File: config.mk
export PLATFORM = sky130hd
export DESIGN_NAME = pwrc_ctrl
export DESIGN_NICKNAME = d
export VERILOG_FILES = /design/src/rtl/pwrc_pkg.sv /design/src/rtl/pwrc_sync.sv /design/src/rtl/pwrc_rst_qual.sv /design/src/rtl/pwrc_mode_fsm.sv /design/src/rtl/pwrc_pin_ovr.sv /design/src/rtl/pwrc_ctrl.sv
export SDC_FILE = /design/constraint.sdc
export NUM_CORES = 1
export LEC_CHECK = 0
export BUFFER_PORTS_ARGS = -buffer_cell sky130_fd_sc_hd__buf_2
export CORE_MARGIN = 10
export CORE_UTILIZATION = 45
export DETAILED_ROUTE_END_ITERATION = 16
export PLACE_DENSITY = 0.74
export SKIP_CTS_REPAIR_TIMING = 1
export SLEW_MARGIN = 20
export SYNTH_ARGS = -nofsm -noshare
export SYNTH_HDL_FRONTEND = slang
export SYNTH_SLANG_ARGS = --single-unit
File: constraint.sdc
create_clock -name clk -period 1.8 [get_ports clk]
set_input_delay 0.18 -clock clk [delete_from_list [all_inputs] [get_ports clk]]
set_output_delay 0.18 -clock clk [all_outputs]
set_load 0.1 [all_outputs]
File: src/rtl/pwrc_pkg.sv
`timescale 1ns/1ps
package pwrc_pkg;
   typedef enum logic [1:0] {
      PM_RUN   = 2'd0,
      PM_IDLE  = 2'd1,
      PM_PDOWN = 2'd2
   } pm_state_e;

   function automatic int unsigned qual_len(input int unsigned per_mc,
                                            input int unsigned n_mc);
      return per_mc * n_mc;
   endfunction
endpackage

File: src/rtl/pwrc_sync.sv
`timescale 1ns/1ps
module pwrc_sync #(
   parameter int unsigned STAGES = 2
) (
   input  logic clk,
   input  logic arst_n,
   input  logic d,
   output logic q
);
   if (STAGES < 2) begin : g_bad_stages
      $error("pwrc_sync: STAGES must be at least 2");
   end

   logic [STAGES-1:0] chain_q;

   always_ff @(posedge clk or negedge arst_n) begin
      if (!arst_n) chain_q <= '0;
      else         chain_q <= {chain_q[STAGES-2:0], d};
   end

   assign q = chain_q[STAGES-1];
endmodule

File: src/rtl/pwrc_rst_qual.sv
`timescale 1ns/1ps
module pwrc_rst_qual #(
   parameter int unsigned QUAL_LEN = 24
) (
   input  logic clk,
   input  logic arst_n,
   input  logic rst_s,
   input  logic osc_run,
   output logic sys_rst
);
   localparam int unsigned CW = (QUAL_LEN > 1) ? $clog2(QUAL_LEN) : 1;
   localparam logic [CW-1:0] LAST = CW'(QUAL_LEN - 1);

   if (QUAL_LEN < 2) begin : g_bad_len
      $error("pwrc_rst_qual: QUAL_LEN must be at least 2");
   end

   logic [CW-1:0] cnt_q;
   logic          rst_q;

   always_ff @(posedge clk or negedge arst_n) begin
      if (!arst_n) begin
         cnt_q <= '0;
         rst_q <= 1'b0;
      end else if (!rst_s) begin
         cnt_q <= '0;
         rst_q <= 1'b0;
      end else if (osc_run) begin
         if (cnt_q == LAST) rst_q <= 1'b1;
         else               cnt_q <= cnt_q + 1'b1;
      end
   end

   assign sys_rst = rst_q;

   // a low synchronised pin always releases the internal reset
   a_r2_release: assert property (@(posedge clk) disable iff (!arst_n)
      !rst_s |=> !sys_rst);
   // qualification only completes with the oscillator running
   a_r6_needs_osc: assert property (@(posedge clk) disable iff (!arst_n)
      $rose(sys_rst) |-> $past(osc_run));
endmodule

File: src/rtl/pwrc_mode_fsm.sv
`timescale 1ns/1ps
module pwrc_mode_fsm
   import pwrc_pkg::*;
#(
   parameter int unsigned N_IRQ = 5
) (
   input  logic             clk,
   input  logic             arst_n,
   input  logic             rst_s,
   input  logic             sys_rst,
   input  logic             pcon_we,
   input  logic             pcon_idle,
   input  logic             pcon_pdown,
   input  logic [N_IRQ-1:0] irq_req,
   output pm_state_e        state,
   output logic             osc_en,
   output logic             ram_wr_block
);
   if (N_IRQ < 1) begin : g_bad_irq
      $error("pwrc_mode_fsm: N_IRQ must be at least 1");
   end

   logic irq_any;
   if (N_IRQ == 1) begin : g_irq_single
      assign irq_any = irq_req[0];
   end else begin : g_irq_multi
      assign irq_any = |irq_req;
   end

   pm_state_e state_q, state_d;
   logic      osc_q, osc_d;
   logic      blk_q, blk_d;

   always_comb begin
      state_d = state_q;
      if (sys_rst) begin
         state_d = PM_RUN;
      end else begin
         unique case (state_q)
            PM_RUN: begin
               if (pcon_we && pcon_pdown)     state_d = PM_PDOWN;
               else if (pcon_we && pcon_idle) state_d = PM_IDLE;
            end
            PM_IDLE:  if (rst_s || irq_any) state_d = PM_RUN;
            PM_PDOWN: state_d = PM_PDOWN;
            default:  state_d = PM_RUN;
         endcase
      end
   end

   always_comb begin
      if (state_d != PM_PDOWN)      osc_d = 1'b1;
      else if (state_q != PM_PDOWN) osc_d = 1'b0;
      else                          osc_d = rst_s;
   end

   always_comb begin
      if (!rst_s || sys_rst)                    blk_d = 1'b0;
      else if (state_q == PM_IDLE && !sys_rst)  blk_d = 1'b1;
      else                                      blk_d = blk_q;
   end

   always_ff @(posedge clk or negedge arst_n) begin
      if (!arst_n) begin
         state_q <= PM_RUN;
         osc_q   <= 1'b1;
         blk_q   <= 1'b0;
      end else begin
         state_q <= state_d;
         osc_q   <= osc_d;
         blk_q   <= blk_d;
      end
   end

   assign state        = state_q;
   assign osc_en       = osc_q;
   assign ram_wr_block = blk_q & ~sys_rst;

   // power-down is left only through the internal reset
   a_r6_pd_hold: assert property (@(posedge clk) disable iff (!arst_n)
      (state_q == PM_PDOWN && !sys_rst) |=> (state_q == PM_PDOWN));
   // an interrupt in idle wakes the core
   a_r4_irq_wake: assert property (@(posedge clk) disable iff (!arst_n)
      (state_q == PM_IDLE && irq_any && !sys_rst) |=> (state_q == PM_RUN));
   // RAM blocking only starts on an idle exit
   a_r9_blk_from_idle: assert property (@(posedge clk) disable iff (!arst_n)
      $rose(ram_wr_block) |-> ($past(state_q) == PM_IDLE));
   // no mode change out of idle by a register write
   a_r10_idle_no_pd: assert property (@(posedge clk) disable iff (!arst_n)
      (state_q == PM_IDLE) |=> (state_q != PM_PDOWN));
endmodule

File: src/rtl/pwrc_pin_ovr.sv
`timescale 1ns/1ps
module pwrc_pin_ovr
   import pwrc_pkg::*;
(
   input  pm_state_e state,
   input  logic      ext_prog,
   output logic      ale_force,
   output logic      ale_level,
   output logic      psen_force,
   output logic      psen_level,
   output logic      p0_float,
   output logic      p2_latch_sel
);
   logic in_idle, in_pd;

   assign in_idle = (state == PM_IDLE);
   assign in_pd   = (state == PM_PDOWN);

   always_comb begin
      ale_force    = in_idle | in_pd;
      psen_force   = in_idle | in_pd;
      ale_level    = in_idle;
      psen_level   = in_idle;
      p0_float     = ext_prog & (in_idle | in_pd);
      p2_latch_sel = in_pd;
   end
endmodule

File: src/rtl/pwrc_ctrl.sv
`timescale 1ns/1ps
module pwrc_ctrl
   import pwrc_pkg::*;
#(
   parameter int unsigned OSC_PER_MC  = 12,
   parameter int unsigned QUAL_MC     = 2,
   parameter int unsigned SYNC_STAGES = 2,
   parameter int unsigned N_IRQ       = 5
) (
   input  logic             clk,
   input  logic             por_n,
   input  logic             rst_pin,
   input  logic             pcon_we,
   input  logic             pcon_idle,
   input  logic             pcon_pdown,
   input  logic [N_IRQ-1:0] irq_req,
   input  logic             ext_prog,
   output logic             sys_rst,
   output logic             cpu_clk_en,
   output logic             periph_clk_en,
   output logic             osc_en,
   output logic             ram_wr_block,
   output logic             ale_force,
   output logic             ale_level,
   output logic             psen_force,
   output logic             psen_level,
   output logic             p0_float,
   output logic             p2_latch_sel
);
   localparam int unsigned QUAL_LEN = qual_len(OSC_PER_MC, QUAL_MC);

   if (OSC_PER_MC < 1 || QUAL_MC < 1) begin : g_bad_mc
      $error("pwrc_ctrl: machine cycle parameters must be positive");
   end

   logic      rst_s;
   pm_state_e state;

   pwrc_sync #(.STAGES(SYNC_STAGES)) u_sync (
      .clk(clk), .arst_n(por_n), .d(rst_pin), .q(rst_s));

   pwrc_rst_qual #(.QUAL_LEN(QUAL_LEN)) u_qual (
      .clk(clk), .arst_n(por_n), .rst_s(rst_s), .osc_run(osc_en),
      .sys_rst(sys_rst));

   pwrc_mode_fsm #(.N_IRQ(N_IRQ)) u_fsm (
      .clk(clk), .arst_n(por_n), .rst_s(rst_s), .sys_rst(sys_rst),
      .pcon_we(pcon_we), .pcon_idle(pcon_idle), .pcon_pdown(pcon_pdown),
      .irq_req(irq_req), .state(state), .osc_en(osc_en),
      .ram_wr_block(ram_wr_block));

   pwrc_pin_ovr u_pins (
      .state(state), .ext_prog(ext_prog),
      .ale_force(ale_force), .ale_level(ale_level),
      .psen_force(psen_force), .psen_level(psen_level),
      .p0_float(p0_float), .p2_latch_sel(p2_latch_sel));

   assign cpu_clk_en    = (state == PM_RUN);
   assign periph_clk_en = (state != PM_PDOWN);

   // an idle write stops only the CPU clock
   a_r3_idle_entry: assert property (@(posedge clk) disable iff (!por_n)
      (pcon_we && pcon_idle && !pcon_pdown && cpu_clk_en && !sys_rst)
      |=> (!cpu_clk_en && periph_clk_en && osc_en));
   // a power-down write wins and stops everything
   a_r5_pd_entry: assert property (@(posedge clk) disable iff (!por_n)
      (pcon_we && pcon_pdown && cpu_clk_en && !sys_rst)
      |=> (!osc_en && !periph_clk_en && !cpu_clk_en));
   // power-down strobe levels
   a_r7_pd_strobes: assert property (@(posedge clk) disable iff (!por_n)
      !periph_clk_en |-> (ale_force && !ale_level && psen_force && !psen_level));
   // external fetch in power-down floats the low port and latches the high port
   a_r8_pd_ports: assert property (@(posedge clk) disable iff (!por_n)
      (!periph_clk_en && ext_prog) |-> (p0_float && p2_latch_sel));
   // no overrides while running
   a_r7_run_free: assert property (@(posedge clk) disable iff (!por_n)
      cpu_clk_en |-> (!ale_force && !psen_force && !p0_float));
endmodule

==> results of run 1 <==
[registers in the layout, indices dropped and copies added (netlist names)]
register / flops
u_qual.cnt_q: 5
u_sync.chain_q: 2
u_fsm.state: 2
u_fsm.osc_en: 1
u_qual.sys_rst: 1
u_fsm.blk_q: 1
[cells in the final DEF, fill, tap and decap left out, types with 2 or more instances in the layout]
master / count
sky130_fd_sc_hd__buf_2: 21
sky130_fd_sc_hd__dfrtp_1: 11
sky130_fd_sc_hd__inv_1: 6
sky130_fd_sc_hd__a21oi_1: 6
sky130_fd_sc_hd__nor2_1: 4
sky130_fd_sc_hd__nand2_1: 3
sky130_fd_sc_hd__o21ai_0: 3
sky130_fd_sc_hd__ha_2: 3
sky130_fd_sc_hd__ha_1: 3
sky130_fd_sc_hd__clkbuf_4: 3
sky130_fd_sc_hd__nor4_1: 2
sky130_fd_sc_hd__nor3_1: 2
sky130_fd_sc_hd__dlygate4sd3_1: 2
[how the worst max path moves through the flow]
stage | endpoint | slack, ns | cells after the start
after global placement | u_qual.cnt_q[3] | 0.32 | 4
after global routing | psen_force | -0.03 | 3
after floorplan | ram_wr_block | -0.11 | 1
after detailed placement | u_qual.cnt_q[3] | 0.28 | 4
final | psen_force | 0.05 | 3
after CTS | psen_force | 0.04 | 3
[per-layer routing]
| metal | share of wire | wire [um] | vias up |
|---|---|---|---|
| met4 | 0.0049 | 7 | 0 |
| met3 | 0.083 | 118 | 2 |
| li1 | - | - | 272 |
| met2 | 0.47 | 663 | 20 |
| met5 | 0 | 0 | - |
| met1 | 0.44 | 626 | 258 |
[cells by family (layout without fill, tap and decap cells)]
logic type | count (synthesis) | count (layout) | share of synthesized area
simple gates | 22 | 22 | 0.208
compound gates | 13 | 13 | 0.125
flops | 12 | 12 | 0.476
buf+inv | 8 | 34 | 0.0593
fa+ha+maj | 6 | 6 | 0.119
xor+xnor | 1 | 1 | 0.0138
[cell type report]
cell class / count / area (sq um)
fillers: 119 / 487
multi-input cells: 42 / 307
flip-flops and latches: 12 / 302
repair buffers: 24 / 145
clock buffers: 4 / 36.3
inverters: 6 / 22.5
well taps: 15 / 18.8
[stage by stage]
| step | setup WS [ns] | util |
|---|---|---|
| floorplan | -0.114 | - |
| global placement | 0.316 | 0.588 |
| detailed placement | 0.282 | 0.588 |
| CTS | 0.0373 | 0.615 |
| global route | -0.0308 | 0.631 |
| finish | 0.0487 | 0.631 |
[critical path, cell delays in order, from the launching register on]
cell                      delay [ns]
sky130_fd_sc_hd__dfrtp_1        0.43
sky130_fd_sc_hd__inv_1          0.11
sky130_fd_sc_hd__ha_2           0.33
sky130_fd_sc_hd__buf_2          0.42
==> flow_summary_export.csv, run 1 <==
group,metric,value,unit
setup_path,ff2ff_setup_slack,0.27,ns
sta,report.final.slew_viol_count,0,
clock_network,cts.clk_slew.worst_paths,0.08,ns
sta,max_freq,0.571,GHz
synth,synth_seq_area_share,0.476,
setup_path,timing.critical_path.fanout_max,5,
setup_path,crit-reg2reg-launch,"u_qual.cnt_q[0]",
clock_network,clkSinkCount,12,
final_layout,final_cell_count_no_fill,103,
die,starting_density_of_the_core,0.481,
placement,placed_cells_incl_taps,97,
detailed_routing,routed-via-count,552,
clock_network,tritoncts,"built",
clock_network,cts_max_path_buffers,2,
clock_network,cts-root-buf,"sky130_fd_sc_hd__clkbuf_4",
grt,grt_use_met1,0.103,
synth,dominantRegCellSynth,"sky130_fd_sc_hd__dfrtp_1",
setup_path,cp.required,1.62,ns
job,timing.max_cap.violations,0,
placement,placer_congestion,0.773,
detailed_routing,drtAntennaViolNets,0,
grt,first_global_vias,561,
sta,timing.setup.tns,0,ns
synth,netlist_area,633,sq um
grt,grt_use_met2,0.127,
grt,global_route.overflow_total,0,
grt,gr_met3_demand_resource,0.0553,
final_layout,final_area,831,sq um
sta,post-route-period-util,0.973,
worst_hold_path,min_delay_path_depth,3,
clock_network,htree_levels,1,
grt,grt_use_total,0.0872,
clock_network,worst_skew_pair.late_latency,0.27,ns
die,coreArea,1320,sq um
setup_path,worstPathArrival,1.57,ns
synth,yosysTopAreaCellShare,0.435,
final_layout,n_antenna_cell,0,
synth,synth-seq-cells,12,
die,row_count,13,
synth,synth_warnings,0,
detailed_routing,first_pass_iters,4,
synth,most_frequently_used_cell_type_in_the_post_synthesis_netlist,"sky130_fd_sc_hd__dfrtp_1",
die,die_width,57.5,um
sta,hold-worst-slack,0.275,ns
final_layout,final_nets,107,
detailed_routing,starting_drc_count_in_detailed_routing,20,
final_layout,layout-area-overhead-vs-synth,31.2,%
sta,tightestPinTransition,0.493,ns
grt,most_used_layer_global_route,"met2",
detailed_routing,detail_route.wirelength,1420,um
synth,synth.cells.most_frequent,"sky130_fd_sc_hd__dfrtp_1, sky130_fd_sc_hd__a21oi_1, sky130_fd_sc_hd__ha_1, sky130_fd_sc_hd__inv_1, sky130_fd_sc_hd__nor2_1",
setup_path,worst_setup_path_end_kind,"primary output",
sta,hold_violations_final,0,
synth,avgSynthCellArea,10.2,sq um
outcome,run_status,"completed",
synth,number_of_flops_mapped_to_enable_cells_by_yosys,0,
setup_path,reg2reg_to,"u_qual.cnt_q[3]",
sta,max_slew_margin,0.674,
grt,grt_antenna_before_repair,0,
die,io_pins,23,
sta,report.final.setup_viol,0,
detailed_routing,drt_drc_violations_left,0,
sta,clock-skew-final,0.0107,ns
synth,async_flop_share,1.00,
sta,layout_min_cycle_time,1.75,ns
die,floorplan.die.height,57.5,um
placement,dpl-instance-area,774,sq um
grt,grt_start_max_net_pins,13,
worst_hold_path,min_path_type,"in -> reg",
detailed_routing,drt-wirelength-per-cell,13.7,um
placement,hpwlAfterDp,1110,um
worst_hold_path,worstHoldEndpoint,"u_fsm.state[0]",
synth,syn_nets,80,
setup_path,worst-setup-path-type,"reg -> out",
grt,grt_pass1_wl,2370,um
synth,yosys.area.top_type,"sky130_fd_sc_hd__dfrtp_1",
final_layout,layout-drive-gt1-share,0.386,
setup_path,worst_setup_path_start_kind,"register",
setup_path,worst_r2r_path_depth,4,
placement,port-buffer-count,22,
synth,ys_top_cells_by_area,"sky130_fd_sc_hd__dfrtp_1, sky130_fd_sc_hd__ha_1, sky130_fd_sc_hd__a21oi_1, sky130_fd_sc_hd__dfstp_2, sky130_fd_sc_hd__inv_1",
synth,synthDistinctLibCells,26,
setup_path,setup.worst_path.start,"u_fsm.state[0]",
detailed_routing,viasPerCell,5.36,
sta,grt_setup_unrepaired,"yes",
clock_network,cts_inserted_buffers,3,
die,die-area,3310,sq um
worst_hold_path,worst_hold_startpoint,"pcon_idle",
synth,count_of_mapped_cells_out_of_synthesis,62,
Power of run 1 is left out: the tool's default activity adds up to more than one toggle a clock period on the data nets, which glitch-free logic cannot reach.
==> run 2: changes to the inputs <==
--- a/config.mk
+++ b/config.mk
@@ -6,12 +6,15 @@
 export NUM_CORES = 1
 export LEC_CHECK = 0
 export BUFFER_PORTS_ARGS = -buffer_cell sky130_fd_sc_hd__buf_2
+export CELL_PAD_IN_SITES_DETAIL_PLACEMENT = 1
+export CELL_PAD_IN_SITES_GLOBAL_PLACEMENT = 1
 export CORE_MARGIN = 10
-export CORE_UTILIZATION = 45
+export CORE_UTILIZATION = 34
 export DETAILED_ROUTE_END_ITERATION = 16
-export PLACE_DENSITY = 0.74
+export PLACE_DENSITY_LB_ADDON = 0.1
 export SKIP_CTS_REPAIR_TIMING = 1
 export SLEW_MARGIN = 20
 export SYNTH_ARGS = -nofsm -noshare
 export SYNTH_HDL_FRONTEND = slang
 export SYNTH_SLANG_ARGS = --single-unit
+export TNS_END_PERCENT = 20
==> run 2 against run 1 <==
Effect of this change: final area shrank 0.45%; register-to-register slack lost 0.05 ns; critical path depth is the same; first-iteration DRC count shrank 35%; maximum frequency grew 1.7%; non-clock buffer count shrank 1; count of clock-buffer cells in the layout is the same; global-route usage shrank 0.37 points; die area grew 21%.
==> flow_summary_export.csv, run 2 (synthesized netlist as in run 1, its figures left out) <==
group,metric,value,unit
detailed_routing,detail_route.wirelength,1690,um
die,coreArea,1750,sq um
clock_network,worst_skew_pair.late_latency,0.27,ns
sta,report.final.slew_viol_count,0,
clock_network,cts-root-buf,"sky130_fd_sc_hd__clkbuf_4",
detailed_routing,drtAntennaViolNets,0,
final_layout,layout-drive-gt1-share,0.368,
sta,clock-skew-final,0.000980,ns
clock_network,cts.clk_slew.worst_paths,0.07,ns
die,row_count,15,
grt,grt_antenna_before_repair,0,
die,die-area,3990,sq um
final_layout,layout.cells.most_common,"sky130_fd_sc_hd__buf_2",
clock_network,cts_max_path_buffers,2,
sta,hold-worst-slack,0.0137,ns
sta,layout_min_cycle_time,1.72,ns
sta,grt_setup_unrepaired,"yes",
final_layout,largest_reg_flops,5,
sta,report.final.setup_viol,0,
die,io_pins,23,
clock_network,htree_levels,1,
clock_network,cts_inserted_buffers,3,
setup_path,worst_setup_path_start_kind,"register",
final_layout,post-route-util,0.474,
clock_network,clkSinkCount,12,
detailed_routing,routed-via-count,540,
sta,hold_violations_final,0,
sta,final.setup.worst_slack,0.0774,ns
final_layout,n_antenna_cell,0,
grt,global_route.overflow_total,0,
worst_hold_path,min_path_type,"in -> reg",
detailed_routing,first_pass_iters,4,
final_layout,final_nets,106,
die,floorplan.die.height,63.2,um
sta,max_freq,0.581,GHz
setup_path,ff2ff_setup_slack,0.22,ns
placement,port-buffer-count,22,
final_layout,final_area,827,sq um
final_layout,largest_register,"u_qual.cnt_q",
detailed_routing,drt-wirelength-per-cell,15.1,um
worst_hold_path,min_delay_path_depth,1,
grt,grt_use_total,0.0835,
job,timing.max_cap.violations,0,
final_layout,layout.cells.most_common_list,"sky130_fd_sc_hd__buf_2, sky130_fd_sc_hd__dfrtp_1, sky130_fd_sc_hd__inv_1, sky130_fd_sc_hd__a21oi_1, sky130_fd_sc_hd__ha_1",
clock_network,tritoncts,"built",
setup_path,worst-setup-path-type,"reg -> out",
die,starting_density_of_the_core,0.363,
die,die_width,63.2,um
grt,grt_start_max_net_pins,13,
setup_path,timing.critical_path.fanout_max,5,
sta,tightestPinTransition,0.491,ns
sta,post-route-period-util,0.957,
placement,dpl-instance-area,781,sq um
final_layout,filler_cell_count,214,
detailed_routing,starting_drc_count_in_detailed_routing,13,
setup_path,cp.required,1.62,ns
grt,first_global_vias,613,
setup_path,worst_r2r_path_depth,4,
placement,placer_congestion,0.695,
outcome,run_status,"completed",
placement,hpwlAfterDp,1370,um
setup_path,worstPathArrival,1.54,ns
grt,grt_pass1_wl,2730,um
sta,max_slew_margin,0.675,
setup_path,worst_setup_path_end_kind,"primary output",
detailed_routing,drt_drc_violations_left,0,
placement,preCtsSetupSlack,0.258,ns
final_layout,layout-area-overhead-vs-synth,30.6,%
detailed_routing,viasPerCell,4.82,
-- run 2: cell types whose count changed in the layout (fill, tap and decap cells not counted), sizes merged --
cell         previous run  this run
dlygate4sd3             2         1
-- run 2: worst max-delay path, cell delays in order, from the launching register on --
cell and delay (ns):
sky130_fd_sc_hd__dfrtp_1 0.43, sky130_fd_sc_hd__inv_1 0.11, sky130_fd_sc_hd__ha_1 0.31, sky130_fd_sc_hd__buf_2 0.43
-- run 2: worst paths after layout --
path	endpoint	from
min reg2reg	u_sync.chain_q[1]	u_sync.chain_q[0]
max reg2reg	u_qual.cnt_q[3]	u_qual.cnt_q[0]
max	ale_force	u_fsm.state[0]
min	u_sync.chain_q[0]	rst_pin
max in group asynchronous	u_fsm.osc_en	por_n
min in group asynchronous	u_fsm.blk_q	por_n
-- run 2: cell type report --
type | instances | area (sq um) | area share
tap | 25 | 31.3 | 0.0378
timing repair buffer | 23 | 135 | 0.163
clock buffer | 4 | 36.3 | 0.0439
sequential | 12 | 302 | 0.365
multi-input combinational | 42 | 300 | 0.363
inverter | 6 | 22.5 | 0.0272
-- run 2: through the flow --
stage          std cells  setup TNS (ns)
2_1_floorplan         62           -1.13
3_3_place_gp         107               0
3_5_place_dp         107               0
4_1_cts              111               0
5_1_grt              112         -0.0538
6_report             112               0
-- run 2: routing by layer --
layer	GRT usage	vias to the layer above	wire, um
met1	0.0896	254	741
met3	0.0565	2	144
li1	-	268	-
met4	0.00838	0	9
met2	0.137	16	795
met5	0	-	0
Power of run 2 is left out for the same reason.
